[src/rtl/pwmtb_pkg.sv]
package pwmtb_pkg;
  typedef enum logic [1:0] {
    ACT_NONE = 2'd0,
    ACT_LOW  = 2'd1,
    ACT_HIGH = 2'd2,
    ACT_FLIP = 2'd3
  } act_e;

  typedef struct packed {
    act_e on_cmp;   // bits [3:2]
    act_e on_zero;  // bits [1:0]
  } aq_cfg_t;

  localparam int ADDR_W = 3;
  localparam int NCH    = 2;

  localparam logic [ADDR_W-1:0] A_CTRL = 3'd0;
  localparam logic [ADDR_W-1:0] A_PRD  = 3'd1;
  localparam logic [ADDR_W-1:0] A_CMPA = 3'd2;
  localparam logic [ADDR_W-1:0] A_CNT  = 3'd4;
  localparam logic [ADDR_W-1:0] A_ACTA = 3'd5;

  localparam int CTRL_W       = 8;
  localparam int CTRL_RUN_BIT = 6;
  localparam int CTRL_SHD_BIT = 7;

  function automatic logic apply_act(act_e a, logic cur);
    case (a)
      ACT_LOW:  return 1'b0;
      ACT_HIGH: return 1'b1;
      ACT_FLIP: return ~cur;
      default:  return cur;
    endcase
  endfunction
endpackage

[src/rtl/pwmtb_prescale.sv]
module pwmtb_prescale #(
  parameter int C_W = 3,
  parameter int F_W = 3
) (
  input  logic           clk,
  input  logic           rst_n,
  input  logic           run_i,
  input  logic           restart_i,
  input  logic [C_W-1:0] coarse_i,
  input  logic [F_W-1:0] fine_i,
  output logic           tick_o
);
  localparam int FD_W  = F_W + 1;
  localparam int DIV_W = FD_W + (1 << C_W) - 1;

  logic [FD_W-1:0]  fine_div;
  logic [DIV_W-1:0] div;
  logic [DIV_W-1:0] pre_q;

  always_comb begin
    fine_div = (fine_i == '0) ? FD_W'(1) : {fine_i, 1'b0};
    div      = DIV_W'(fine_div) << coarse_i;
  end

  assign tick_o = run_i && (pre_q >= div - DIV_W'(1));

  always_ff @(posedge clk or negedge rst_n) begin
    if (!rst_n)                              pre_q <= '0;
    else if (!run_i || restart_i || tick_o) pre_q <= '0;
    else                                     pre_q <= pre_q + DIV_W'(1);
  end

  // after a tick the phase starts again from zero
  a_r2_phase_restart: assert property (@(posedge clk) disable iff (!rst_n)
    tick_o |=> pre_q == '0);
  // frozen time base holds the phase at zero
  a_r4_phase_frozen: assert property (@(posedge clk) disable iff (!rst_n)
    !run_i |=> pre_q == '0);
endmodule

[src/rtl/pwmtb_timebase.sv]
module pwmtb_timebase #(
  parameter int W = 16
) (
  input  logic         clk,
  input  logic         rst_n,
  input  logic         tick_i,
  input  logic         run_i,
  input  logic         shadow_i,
  input  logic         prd_wr_i,
  input  logic         cnt_wr_i,
  input  logic [W-1:0] wdata_i,
  output logic [W-1:0] cnt_o,
  output logic         zero_o
);
  logic [W-1:0] cnt_q, prd_q, shd_q;

  assign zero_o = tick_i && (cnt_q == '0);
  assign cnt_o  = cnt_q;

  always_ff @(posedge clk or negedge rst_n) begin
    if (!rst_n)        cnt_q <= '0;
    else if (cnt_wr_i) cnt_q <= wdata_i;
    else if (tick_i)   cnt_q <= (cnt_q == prd_q) ? '0 : cnt_q + W'(1);
  end

  always_ff @(posedge clk or negedge rst_n) begin
    if (!rst_n) begin
      shd_q <= '0;
      prd_q <= '0;
    end else begin
      if (prd_wr_i) shd_q <= wdata_i;
      if (prd_wr_i && !shadow_i)    prd_q <= wdata_i;
      else if (zero_o && shadow_i)  prd_q <= shd_q;
    end
  end

  // frozen counter holds unless written
  a_r4_hold: assert property (@(posedge clk) disable iff (!rst_n)
    (!run_i && !cnt_wr_i) |=> $stable(cnt_q));
  // direct write lands at the write edge
  a_r5_direct_load: assert property (@(posedge clk) disable iff (!rst_n)
    cnt_wr_i |=> cnt_q == $past(wdata_i));
  // advance at the period value wraps to zero
  a_r3_wrap: assert property (@(posedge clk) disable iff (!rst_n)
    (tick_i && !cnt_wr_i && cnt_q == prd_q) |=> cnt_q == '0);
  // in shadow mode the active period moves only on a zero event
  a_r9_shadow_hold: assert property (@(posedge clk) disable iff (!rst_n)
    (shadow_i && !zero_o) |=> $stable(prd_q));
endmodule

[src/rtl/pwmtb_aq.sv]
module pwmtb_aq
  import pwmtb_pkg::*;
(
  input  logic    clk,
  input  logic    rst_n,
  input  logic    zero_i,
  input  logic    match_i,
  input  aq_cfg_t cfg_i,
  output logic    pwm_o
);
  logic pwm_q;
  assign pwm_o = pwm_q;

  always_ff @(posedge clk or negedge rst_n) begin
    if (!rst_n)       pwm_q <= 1'b0;
    else if (zero_i)  pwm_q <= apply_act(cfg_i.on_zero, pwm_q);
    else if (match_i) pwm_q <= apply_act(cfg_i.on_cmp, pwm_q);
  end

  // no event, no change
  a_r7_quiet: assert property (@(posedge clk) disable iff (!rst_n)
    (!zero_i && !match_i) |=> $stable(pwm_q));
  // zero action wins over a simultaneous compare
  a_r8_zero_wins: assert property (@(posedge clk) disable iff (!rst_n)
    (zero_i && cfg_i.on_zero == ACT_HIGH) |=> pwm_q);
  a_r8_zero_wins_low: assert property (@(posedge clk) disable iff (!rst_n)
    (zero_i && cfg_i.on_zero == ACT_LOW) |=> !pwm_q);
endmodule

[src/rtl/pwm_timebase.sv]
module pwm_timebase
  import pwmtb_pkg::*;
#(
  parameter int CNT_W = 16,
  parameter int C_W   = 3,
  parameter int F_W   = 3
) (
  input  logic                clk,
  input  logic                rst_n,
  input  logic                wr_en,
  input  logic [ADDR_W-1:0]   wr_addr,
  input  logic [CNT_W-1:0]    wr_data,
  output logic                pwm_a,
  output logic                pwm_b,
  output logic                zero_evt,
  output logic                cmpa_evt,
  output logic                cmpb_evt,
  output logic [CNT_W-1:0]    count_o
);
  localparam int F_LO = C_W;
  localparam int F_HI = C_W + F_W - 1;

  logic [CTRL_W-1:0] ctrl_q;
  logic              run, shadow, tick, zero_hit;
  logic [CNT_W-1:0]  cnt;
  logic [NCH-1:0]    match, pwm;
  logic [NCH:0]      evt_q;

  assign run    = ctrl_q[CTRL_RUN_BIT];
  assign shadow = ctrl_q[CTRL_SHD_BIT];

  always_ff @(posedge clk or negedge rst_n) begin
    if (!rst_n)                            ctrl_q <= '0;
    else if (wr_en && wr_addr == A_CTRL)   ctrl_q <= wr_data[CTRL_W-1:0];
  end

  pwmtb_prescale #(.C_W(C_W), .F_W(F_W)) u_pre (
    .clk       (clk),
    .rst_n     (rst_n),
    .run_i     (run),
    .restart_i (wr_en && wr_addr == A_CNT),
    .coarse_i  (ctrl_q[C_W-1:0]),
    .fine_i    (ctrl_q[F_HI:F_LO]),
    .tick_o    (tick)
  );

  pwmtb_timebase #(.W(CNT_W)) u_tb (
    .clk      (clk),
    .rst_n    (rst_n),
    .tick_i   (tick),
    .run_i    (run),
    .shadow_i (shadow),
    .prd_wr_i (wr_en && wr_addr == A_PRD),
    .cnt_wr_i (wr_en && wr_addr == A_CNT),
    .wdata_i  (wr_data),
    .cnt_o    (cnt),
    .zero_o   (zero_hit)
  );

  for (genvar ch = 0; ch < NCH; ch++) begin : g_ch
    logic [CNT_W-1:0] cmp_q;
    aq_cfg_t          aq_q;

    always_ff @(posedge clk or negedge rst_n) begin
      if (!rst_n) begin
        cmp_q <= '0;
        aq_q  <= '{on_cmp: ACT_NONE, on_zero: ACT_NONE};
      end else if (wr_en) begin
        if (wr_addr == ADDR_W'(int'(A_CMPA) + ch)) cmp_q <= wr_data;
        if (wr_addr == ADDR_W'(int'(A_ACTA) + ch)) aq_q  <= aq_cfg_t'(wr_data[3:0]);
      end
    end

    assign match[ch] = tick && (cnt == cmp_q);

    pwmtb_aq u_aq (
      .clk     (clk),
      .rst_n   (rst_n),
      .zero_i  (zero_hit),
      .match_i (match[ch]),
      .cfg_i   (aq_q),
      .pwm_o   (pwm[ch])
    );
  end

  always_ff @(posedge clk or negedge rst_n) begin
    if (!rst_n) evt_q <= '0;
    else        evt_q <= {match, zero_hit};
  end

  assign pwm_a    = pwm[0];
  assign pwm_b    = pwm[1];
  assign zero_evt = evt_q[0];
  assign cmpa_evt = evt_q[1];
  assign cmpb_evt = evt_q[2];
  assign count_o  = cnt;

  // zero strobe follows an edge where the counter was 0
  a_r6_zero_strobe: assert property (@(posedge clk) disable iff (!rst_n)
    zero_evt |-> $past(count_o) == '0);
  // no strobe while frozen
  a_r6_no_strobe_frozen: assert property (@(posedge clk) disable iff (!rst_n)
    !run |=> !zero_evt && !cmpa_evt && !cmpb_evt);
endmodule

[config.mk]
export PLATFORM = sky130hd
export DESIGN_NAME = pwm_timebase
export DESIGN_NICKNAME = d
export VERILOG_FILES = /design/src/rtl/pwmtb_pkg.sv /design/src/rtl/pwmtb_prescale.sv /design/src/rtl/pwmtb_timebase.sv /design/src/rtl/pwmtb_aq.sv /design/src/rtl/pwm_timebase.sv
export SDC_FILE = /design/constraint.sdc
export NUM_CORES = 1
export LEC_CHECK = 0
export BUFFER_PORTS_ARGS = -buffer_cell sky130_fd_sc_hd__buf_2
export CORE_MARGIN = 10
export CORE_UTILIZATION = 25
export CTS_BUF_LIST = sky130_fd_sc_hd__clkbuf_4
export DETAILED_ROUTE_END_ITERATION = 8
export PLACE_DENSITY = 0.48
export SLEW_MARGIN = 20
export SYNTH_ARGS = -nofsm -noshare
export SYNTH_HDL_FRONTEND = slang
export SYNTH_SLANG_ARGS = --single-unit
[constraint.sdc]
create_clock -name clk -period 11.2 [get_ports clk]
set_input_delay 0.56 -clock clk [delete_from_list [all_inputs] [get_ports clk]]
set_output_delay 0.56 -clock clk [all_outputs]
set_load 0.02 [all_outputs]
* Yosys cells after proc, flatten, opt, wreduce, memory -nomap -nowiden
Index checks and enable logic that the tools add are counted.
Widths: inputs -> output; s select.
** Storage, ports and cells
- Output and inout bits :: 21
- Register bits :: 112
- Input port bits :: 22
- Word-level logic and storage cells :: 87
** Operators by class
- Add/subtract/negate cells :: 3
- Bitwise gates (word level) :: 2
- Magnitude comparators :: 1
- Mux-type cells :: 15
- Eq/ne operators :: 23
- Reductions and logical operators :: 28
- Shift operators :: 1
** Operators with widths (count)
- $mux 16 :: 5
- $eq 16x16->1 :: 3
- $add 16x1->16 const B :: 1
- $eq 2x2->1 const B :: 8
- $logic_not 16->1 :: 1
- $pmux 1 s3 :: 4
- $add 11x1->11 const B :: 1
- $ge 11x11->1 :: 1
- $mux 11 :: 1
- $shl 4x3->11 :: 1
- $sub 11x1->11 const B :: 1
- $eq 3x3->1 const B :: 3
- $logic_and 1x1->1 :: 9
- $eq 2x1->1 const B :: 4
- $ne 4x1->1 const B :: 2
- $reduce_and 2->1 :: 4
- $reduce_bool 2->1 :: 4
- $reduce_bool 4->1 :: 2
- $eq 3x2->1 const B :: 2
- $logic_not 3->1 :: 2
- $reduce_and 3->1 :: 2
- $mux 1 :: 4
- $mux 4 :: 1
- $eq 3x1->1 const B :: 1
- other kinds (3) :: 6

* Longest topological paths before layout
Gate-level depths: netlist (run 1).
- Depth after elaboration :: 10
- Mapped depth :: 18
- Mapped depth without buffers :: 15

* By module
A second synthesis (run 1) with hierarchy kept.
** Unflattened totals
- Cells, all modules :: 600
- Area, all modules :: 6815.3 um^2
** Modules (own cells, without submodules)
- pwmtb_timebase :: area an instance 2854.0 um^2, cells each 242, instances 1
- pwm_timebase :: area an instance 2337.2 um^2, cells each 156, instances 1
- pwmtb_prescale :: area an instance 1391.3 um^2, cells each 178, instances 1
- pwmtb_aq :: area an instance 116.4 um^2, cells each 12, instances 2

* Worst setup path before layout (run 1)
Ideal clock, no wire load.
- Kind :: register to register
- Start :: register ctrl_q[0]
- End :: register u_tb.cnt_q[10], in the netlist u_tb.cnt_o[10]
- Arrival time :: 3532 ps
- Clock period less this slack :: 3613 ps
- Setup time :: 82 ps
- Buffers on the path :: 3
- Required time :: 11118 ps
- Cell stages (with the launch flop) :: 18
- Slack :: 7587 ps
- Cells stage by stage :: dfrtp_1 clkbuf_1 clkbuf_1 a21o_1 nand2_1 ha_1 o311a_1 and2b_1 a311oi_1 a31oi_1 ha_1 nand4_1 a21oi_1 or2_2 o21ai_1 buf_4 or4_1 a31oi_1
** Between the ends
- Word-level cells in the longest chain between the ends :: 5
** RTL lines
- from (decl) :: RTL line pwm_timebase.sv:23 : logic [CTRL_W-1:0] ctrl_q;
- from (signal assigned) :: RTL line pwm_timebase.sv:34 : else if (wr_en && wr_addr == A_CTRL) ctrl_q <= wr_data[CTRL_W-1:0];
- $shl 4x3->11 :: RTL line pwmtb_prescale.sv:22 : div = DIV_W'(fine_div) << coarse_i;
- $sub 11x1->11 :: RTL line pwmtb_prescale.sv:25 : assign tick_o = run_i && (pre_q >= div - DIV_W'(1));
- $ge 11x11->1 :: RTL line pwmtb_prescale.sv:25
- $logic_and 1x1->1 :: RTL line pwmtb_prescale.sv:25
- $reduce_bool 2->1 (no source line)
- to (signal assigned) :: RTL line pwmtb_timebase.sv:22 : else if (cnt_wr_i) cnt_q <= wdata_i;
- to (signal assigned) :: RTL line pwmtb_timebase.sv:23 : else if (tick_i) cnt_q <= (cnt_q == prd_q) ? '0 : cnt_q + W'(1);
- to (decl) :: RTL line pwmtb_timebase.sv:15 : logic [W-1:0] cnt_q, prd_q, shd_q;
Every way passes these cells.
A chain may end at the register's enable or synchronous reset.

* Worst setup path after layout (run 1)
- Start :: register ctrl_q[0]
- End :: register u_tb.prd_q[3]
** Between the ends
- Word-level cells in the longest chain between the ends :: 7
** RTL lines
- $shl 4x3->11 :: RTL line pwmtb_prescale.sv:22
- $sub 11x1->11 :: RTL line pwmtb_prescale.sv:25
- $ge 11x11->1 :: RTL line pwmtb_prescale.sv:25
- $logic_and 1x1->1 :: RTL line pwmtb_prescale.sv:25
- $logic_and 1x1->1 :: RTL line pwmtb_timebase.sv:17 : assign zero_o = tick_i && (cnt_q == '0);
- $logic_and 1x1->1 :: RTL line pwmtb_timebase.sv:33 : else if (zero_o && shadow_i) prd_q <= shd_q;
- $reduce_bool 2->1 (no source line)
- to (signal assigned) :: RTL line pwmtb_timebase.sv:32 : if (prd_wr_i && !shadow_i) prd_q <= wdata_i;
- to (signal assigned) :: RTL line pwmtb_timebase.sv:33
- to (decl) :: RTL line pwmtb_timebase.sv:15
Every way passes these cells.

==> key figures, run 1 <==
Synthesis
  • Top cell type's share of synthesized area: 43.1%
  • Largest family of logic cells by synthesized area: simple AND/OR/NAND/NOR gates
  • Synth warn: 0
  • Synth async-reset ratio: 100%
  • Sequential share of the synthesized area: 43.1%
  • XOR/XNOR Fraction of Synth Area: 8.62%
  • Main area contributors after synthesis: dfrtp_1 (43%), mux2_2 (11%), xnor2_1 (4.9%), xor2_1 (3.8%), ha_1 (3.7%)
  • Syn Std Cell Area: 6500 um2
  • Mean Syn Cell Area: 10.5 um2
  • Synth area leader: dfrtp_1
  • Top_reg_cell synth: dfrtp_1
  • Synth cell types: 64
  • Post-synthesis compound-gate area fraction: 12.4%
  • Yosys reg bits: 112
  • Synth Net Count: 661
  • Post-synth EDFFs: 0
  • Post-Synth Adder-Cell Area: 3.66%
  • Mux share of post-synthesis cell area: 12.8%
  • Synth Instances: 620
  • Post-synthesis simple-gate area fraction: 14.8%

Flow run
  • Max cap viols: 0

Route
  • Via density per instance: 4.90
  • Routed WL: 17.2 mm
  • Via count: 4751
  • Drt initial violations: 290
  • Mean routed wirelength per cell: 17.8 um
  • Remaining antenna violation count: 0
  • DRC: 0
  • Pre-antenna DRT Iters: 4

Timing
  • Slew Limit Fails: 0
  • RSZ-0062 raised after global routing: no
  • Period utilisation layout: 39.8%
  • Final-report hold violation count: 0
  • Max_slew headroom: 41.9%
  • Final TNS setup: 0 ps
  • Clk_skew: 21.2 ps
  • Max Clk Rate: 224 MHz
  • Final setup viols: 0
  • Final WS setup: 6740 ps
  • Worst-Margin Slew: 871 ps
  • Min Tclk post-route: 4460 ps

Die
  • Die Width: 181 um
  • Die Area: 32800 um2
  • Die Height: 181 um
  • Rows: 58
  • Starting density of the core: 25.6%
  • Core area: 25400 um2
  • IO Pins: 43

CTS
  • CTS buffer count: 9
  • Clk Latency, worst-skew pair: 480 ps
  • H-tree levels: 3
  • Clk root buf: clkbuf_4
  • Bufs on Longest Clock Path: 2
  • CTS Sinks: 112
  • Reg clk slew, reported paths: 170 ps
  • Setup bufs post-CTS: 0
  • CTS tree: done

Layout
  • P&R area growth vs syn: 8.76%
  • Most common cell after layout, fill and taps aside: dfrtp_1
  • Final Net Count: 674
  • Share of cells above drive strength 1: 21.5%
  • Most frequent cells in the layout: dfrtp_1 (112), mux2_2 (64), nor2_1 (41), buf_2 (41), xnor2_1 (36)

Global route
  • GR peak layer: met2
  • Largest net degree at the start of global routing: 79
  • M3 GR Usage: 2.46%
  • Initial antenna violation count: 1
  • Total GRT Usage: 10.5%
  • Vias in the first global route: 4658
  • GR Layer Usage met2: 16.3%
  • Remaining Overflow, GRT: 0
  • GR Layer Usage met1: 14.5%
  • First-pass GRT wire length: 27.7 mm

Min path
  • Hold Startpoint: wr_data[13]
  • Hold Path Class: in2reg
  • Hold-critical path depth: 3
  • Hold Path End: u_tb.cnt_o[13]

Setup path
  • Worst Path Required: 11590 ps
  • Critical path endpoint category: register
  • Worst reg2reg path startpoint: ctrl_q[0]
  • Worst R2R Setup Slack: 6740 ps
  • WS Path Type: reg2reg
  • Worst Path Max Fanout: 25
  • R2r endpoint: u_tb.prd_q[3]
  • Data arrival, critical path: 4850 ps
  • CP Launch Type: register
  • R2R cell count: 13

Power and ir drop
  • Leakage power: 2.85 nW
  • Sequential cell fraction of total power: 51.0%
  • Combinational Power Share: 31.7%
  • Clock network fraction of total power: 17.2%
  • Power consumption: 1.18 mW
  • PD cells: 167 nW/um2
  • NetSw: 0.444 mW
  • Worst vdd ir: 0.0000573 V
  • Sw Ratio: 37.6%
  • Internal power of the cells: 0.736 mW

Placement
  • Port Buffer Count: 42
  • Detail Placement HPWL: 12.1 mm
  • Post-Place Setup Slack: 6740 ps
  • GPL Wtd Cong: 0.770

Status
  • Outcome: finished clean
## power groups by stage
stage / clock (mW) / sequential, mW / combinational [mW]
after global placement: 0 / 0.612 / 0.375
final: 0.203 / 0.603 / 0.375
after floorplan: 0 / 0.550 / 0.332
after detailed placement: 0 / 0.613 / 0.377
after CTS: 0.216 / 0.604 / 0.380
after global routing: 0.233 / 0.619 / 0.420
## per-stage QoR
step | instance area, um2 | instances | hold WS (ps) | util (%)
3_5_place_dp | 6920 | 951 | 491 | 27.2
6_report | 7070 | 969 | 389 | 27.8
3_3_place_gp | 6920 | 951 | 486 | 27.2
2_1_floorplan | 6500 | 620 | 264 | -
5_1_grt | 7070 | 969 | 329 | 27.8
4_1_cts | 7060 | 968 | 330 | 27.8
## worst max path at each step
stage | startpoint | endpoint | slack (ps)
floorplan | ctrl_q[0] | u_tb.cnt_o[10] | 7590
global placement | ctrl_q[0] | u_tb.prd_q[15] | 6790
detailed placement | ctrl_q[0] | u_tb.prd_q[3] | 6740
CTS | ctrl_q[0] | u_tb.prd_q[3] | 6710
global route | ctrl_q[0] | u_tb.prd_q[11] | 6400
finish | ctrl_q[0] | u_tb.prd_q[3] | 6740
## worst max-delay path, stage by stage, from the launching register on
cell	delay [ps]
dfrtp_1	850
mux2_2	430
a32oi_1	290
o311a_1	260
and2b_1	190
o2111ai_1	130
xnor2_1	150
ha_1	300
nand4_1	170
a21oi_1	190
or2_2	150
o2111a_1	760
nor2_1	250
a21o_1	240
## state kept, by name, indices dropped and copies added (netlist names)
signal and count:
ctrl_q 8, u_tb.prd_q 16, evt_q 3, u_tb.shd_q 16
g_ch.aq_q 8, g_ch.cmp_q 32, u_pre.pre_q 11, u_tb.cnt_o 16
g_ch.u_aq.pwm_o 2
## cell type report
type	count	area (um2)
diodes	1	2.50
clock buffers	10	75.1
clock inverters	6	57.6
fillers	2676	18300
inverters	13	48.8
multi-input cells	448	3400
flip-flops and latches	112	2800
well taps	330	413
repair buffers	49	272
## logic make-up after synthesis
kind of cell | after synthesis
DFF | 112
xor gates and xnor gates | 64
buffers and inverters | 60
muxes | 75
and+or+nand+nor | 175
adders and majority gates | 19
AOI/OAI and AO/OA | 115
## what timing repair did
item / 4_1_cts / 5_1_grt
endpoints found under the hold margin: 29 / 0
hold buffers: 1 / 0
resized for setup: 0 / 0
## per-layer routing
metal,routed length [um],up-vias
li1,-,2283
met1,8630,2377
met2,7740,83
met3,723,8
met4,126,0
met5,0,-
## Yosys cell counts (all sizes together) (10+ instances only)
cell type / count
clkbuf: 21
inv: 13
a31oi: 10
a21oi: 27
nor4: 14
nor2: 43
buf: 26
nand2: 31
dfrtp: 112
mux2i: 11
mux2: 64
o21ai: 20
xnor2: 36
ha: 19
nand4: 12
xor2: 28
nand3: 25
Note: power is estimated with default switching activity, not from simulation.
==> run 2: changes to the inputs <==
- clock period: 11.2 -> 4.4 ns (I/O delays scaled with it)
==> run 2 against run 1 <==
- via count shrank 0.42%
- worst setup slack worse by 6300 ps
- first-iteration DRC count is 34% higher
- fmax grew 13%
==> key figures, run 2 (synthesized netlist as in run 1, its figures left out) <==
Status
  • Outcome: finished clean

Layout
  • Fill cells: 2725
  • Final Net Count: 690
  • Most frequent cells in the layout: dfrtp_1 (112), mux2_2 (64), nor2_1 (41), buf_2 (41), xnor2_1 (36)
  • Most common cell after layout, fill and taps aside: dfrtp_1
  • Max FFs per register: 32
  • Area occupied by multi-input gates: 3400 um2
  • Share of cells above drive strength 1: 23.1%
  • P&R area growth vs syn: 10.3%
  • Seq. cell area: 2800 um2
  • Reg with most FFs: g_ch.cmp_q

Die
  • Die Width: 181 um
  • Starting density of the core: 25.6%
  • IO Pins: 43
  • Die Area: 32800 um2
  • Rows: 58
  • Die Height: 181 um
  • Core area: 25400 um2

Flow run
  • Max cap viols: 0

Placement
  • Post-Place Setup Slack: 327 ps
  • Detail Placement HPWL: 12.7 mm
  • GPL Wtd Cong: 0.752
  • Port Buffer Count: 42

Timing
  • Max_slew headroom: 42.1%
  • Final setup viols: 0
  • RSZ-0062 raised after global routing: no
  • Slew Limit Fails: 0
  • Max Clk Rate: 254 MHz
  • Worst-Margin Slew: 863 ps
  • Final-report hold violation count: 0
  • Final TNS setup: 0 ps
  • Period utilisation layout: 89.4%
  • Min Tclk post-route: 3930 ps
  • Clk_skew: 9.20 ps
  • Final WS setup: 466 ps

CTS
  • H-tree levels: 3
  • Setup bufs post-CTS: 0
  • Clk root buf: clkbuf_4
  • CTS Sinks: 112
  • Clk Latency, worst-skew pair: 480 ps
  • CTS tree: done
  • CTS buffer count: 9
  • Reg clk slew, reported paths: 160 ps
  • Bufs on Longest Clock Path: 2

Min path
  • Hold Path Class: in2reg
  • Hold-critical path depth: 3
  • Hold Path End: u_tb.cnt_o[12]
  • Hold Startpoint: wr_data[12]

Route
  • DRC: 0
  • Pre-antenna DRT Iters: 4
  • Via count: 4731
  • Routed WL: 17.5 mm
  • Drt initial violations: 388
  • Via density per instance: 4.81
  • Mean routed wirelength per cell: 17.8 um
  • Remaining antenna violation count: 0

Setup path
  • Worst Path Required: 4780 ps
  • Worst R2R Setup Slack: 470 ps
  • Crit path cell chain: nor3_1 -> a21o_1 -> nand2_1 -> ha_1 -> o311a_1 -> and2b_1 -> a311oi_1 -> a31oi_1 -> ha_1 -> nand4_1 -> or4_1 -> a21boi_4 -> o22ai_1 -> a221o_1
  • Buf/Inv on CP: 0
  • WS Path Type: reg2reg
  • Crit-path slowest cell: or4_1
  • Largest stage delay, worst path: 520 ps
  • Worst Path Max Fanout: 10
  • R2r endpoint: u_tb.cnt_o[7]
  • CP Depth: 14
  • Critical path endpoint category: register
  • CP Launch Type: register
  • Cell mode on critical path: ha_1
  • Data arrival, critical path: 4320 ps
  • Largest delay share family, worst path: compound AO/OA/AOI/OAI gates
  • R2R cell count: 14
  • Worst reg2reg path startpoint: ctrl_q[4]

Global route
  • Largest net degree at the start of global routing: 55
  • First-pass GRT wire length: 27.9 mm
  • Total GRT Usage: 10.6%
  • Vias in the first global route: 4649
  • Initial antenna violation count: 2
  • Remaining Overflow, GRT: 0

Power and ir drop
  • Leakage power: 2.91 nW
  • Worst vdd ir: 0.000134 V
  • PD cells: 417 nW/um2
==> run 2: cell types whose count changed in the layout (fill, tap and decap cells not counted), moves of 2 or more <==
cell	previous run	this run
buf_4	6	19
dlygate4sd3_1	1	5
clkinv_1	3	1
clkinv_2	0	2
==> run 2: layer usage <==
layer / track usage, % / routed length, um
met3: 2.38 / 614
met4: 1.95 / 110
met1: 14.4 / 8780
met5: 0 / 7
met2: 16.9 / 8000
==> run 2: area by class of cell <==
cell class	count	area share, %
timing repair buffer	65	5.55
sequential	112	39.1
clock buffer	11	1.15
inverter	13	0.681
antenna	1	0.0349
multi-input combinational	448	47.4
clock inverter	4	0.314
tap	330	5.76
==> run 2: worst max-delay path by stage <==
stage                         start              to  slack [ps]
after global routing      ctrl_q[3]   u_tb.prd_q[0]         120
final                     ctrl_q[4]   u_tb.cnt_o[7]         470
after CTS                 ctrl_q[3]   u_tb.prd_q[0]         300
after global placement    ctrl_q[4]   u_tb.prd_q[1]         440
after detailed placement  ctrl_q[3]   u_tb.prd_q[1]         330
after floorplan           ctrl_q[0]  u_tb.cnt_o[10]         790
==> run 2: worst min-delay path, stage by stage <==
cell and delay [ps]:
buf_2 140, nor2_1 100, a31oi_1 40
==> run 2: power by group <==
group / switching [mW] / total (mW) / internal (mW)
Combinational: 0.539 / 1.04 / 0.499
Clock: 0.333 / 0.457 / 0.124
Sequential: 0.268 / 1.49 / 1.23
==> run 2: what timing repair did <==
| item | CTS | global route |
|---|---|---|
| hold buffers | 5 | 0 |
| endpoints found under the setup margin | 0 | 5 |
| gates resized for setup | 0 | 1 |
| endpoints found under the hold margin | 57 | 0 |
==> run 2: stage by stage <==
step	area, um2	utilization, %	power [mW]	std cells	hold WS, ps
after global placement	7010	27.6	2.55	963	346
after floorplan	6500	-	2.25	620	-75.6
after global routing	7170	28.2	3.22	984	17.7
final	7170	28.2	2.99	984	42.4
after CTS	7170	28.2	3.04	983	0.131
after detailed placement	7010	27.6	2.56	963	339
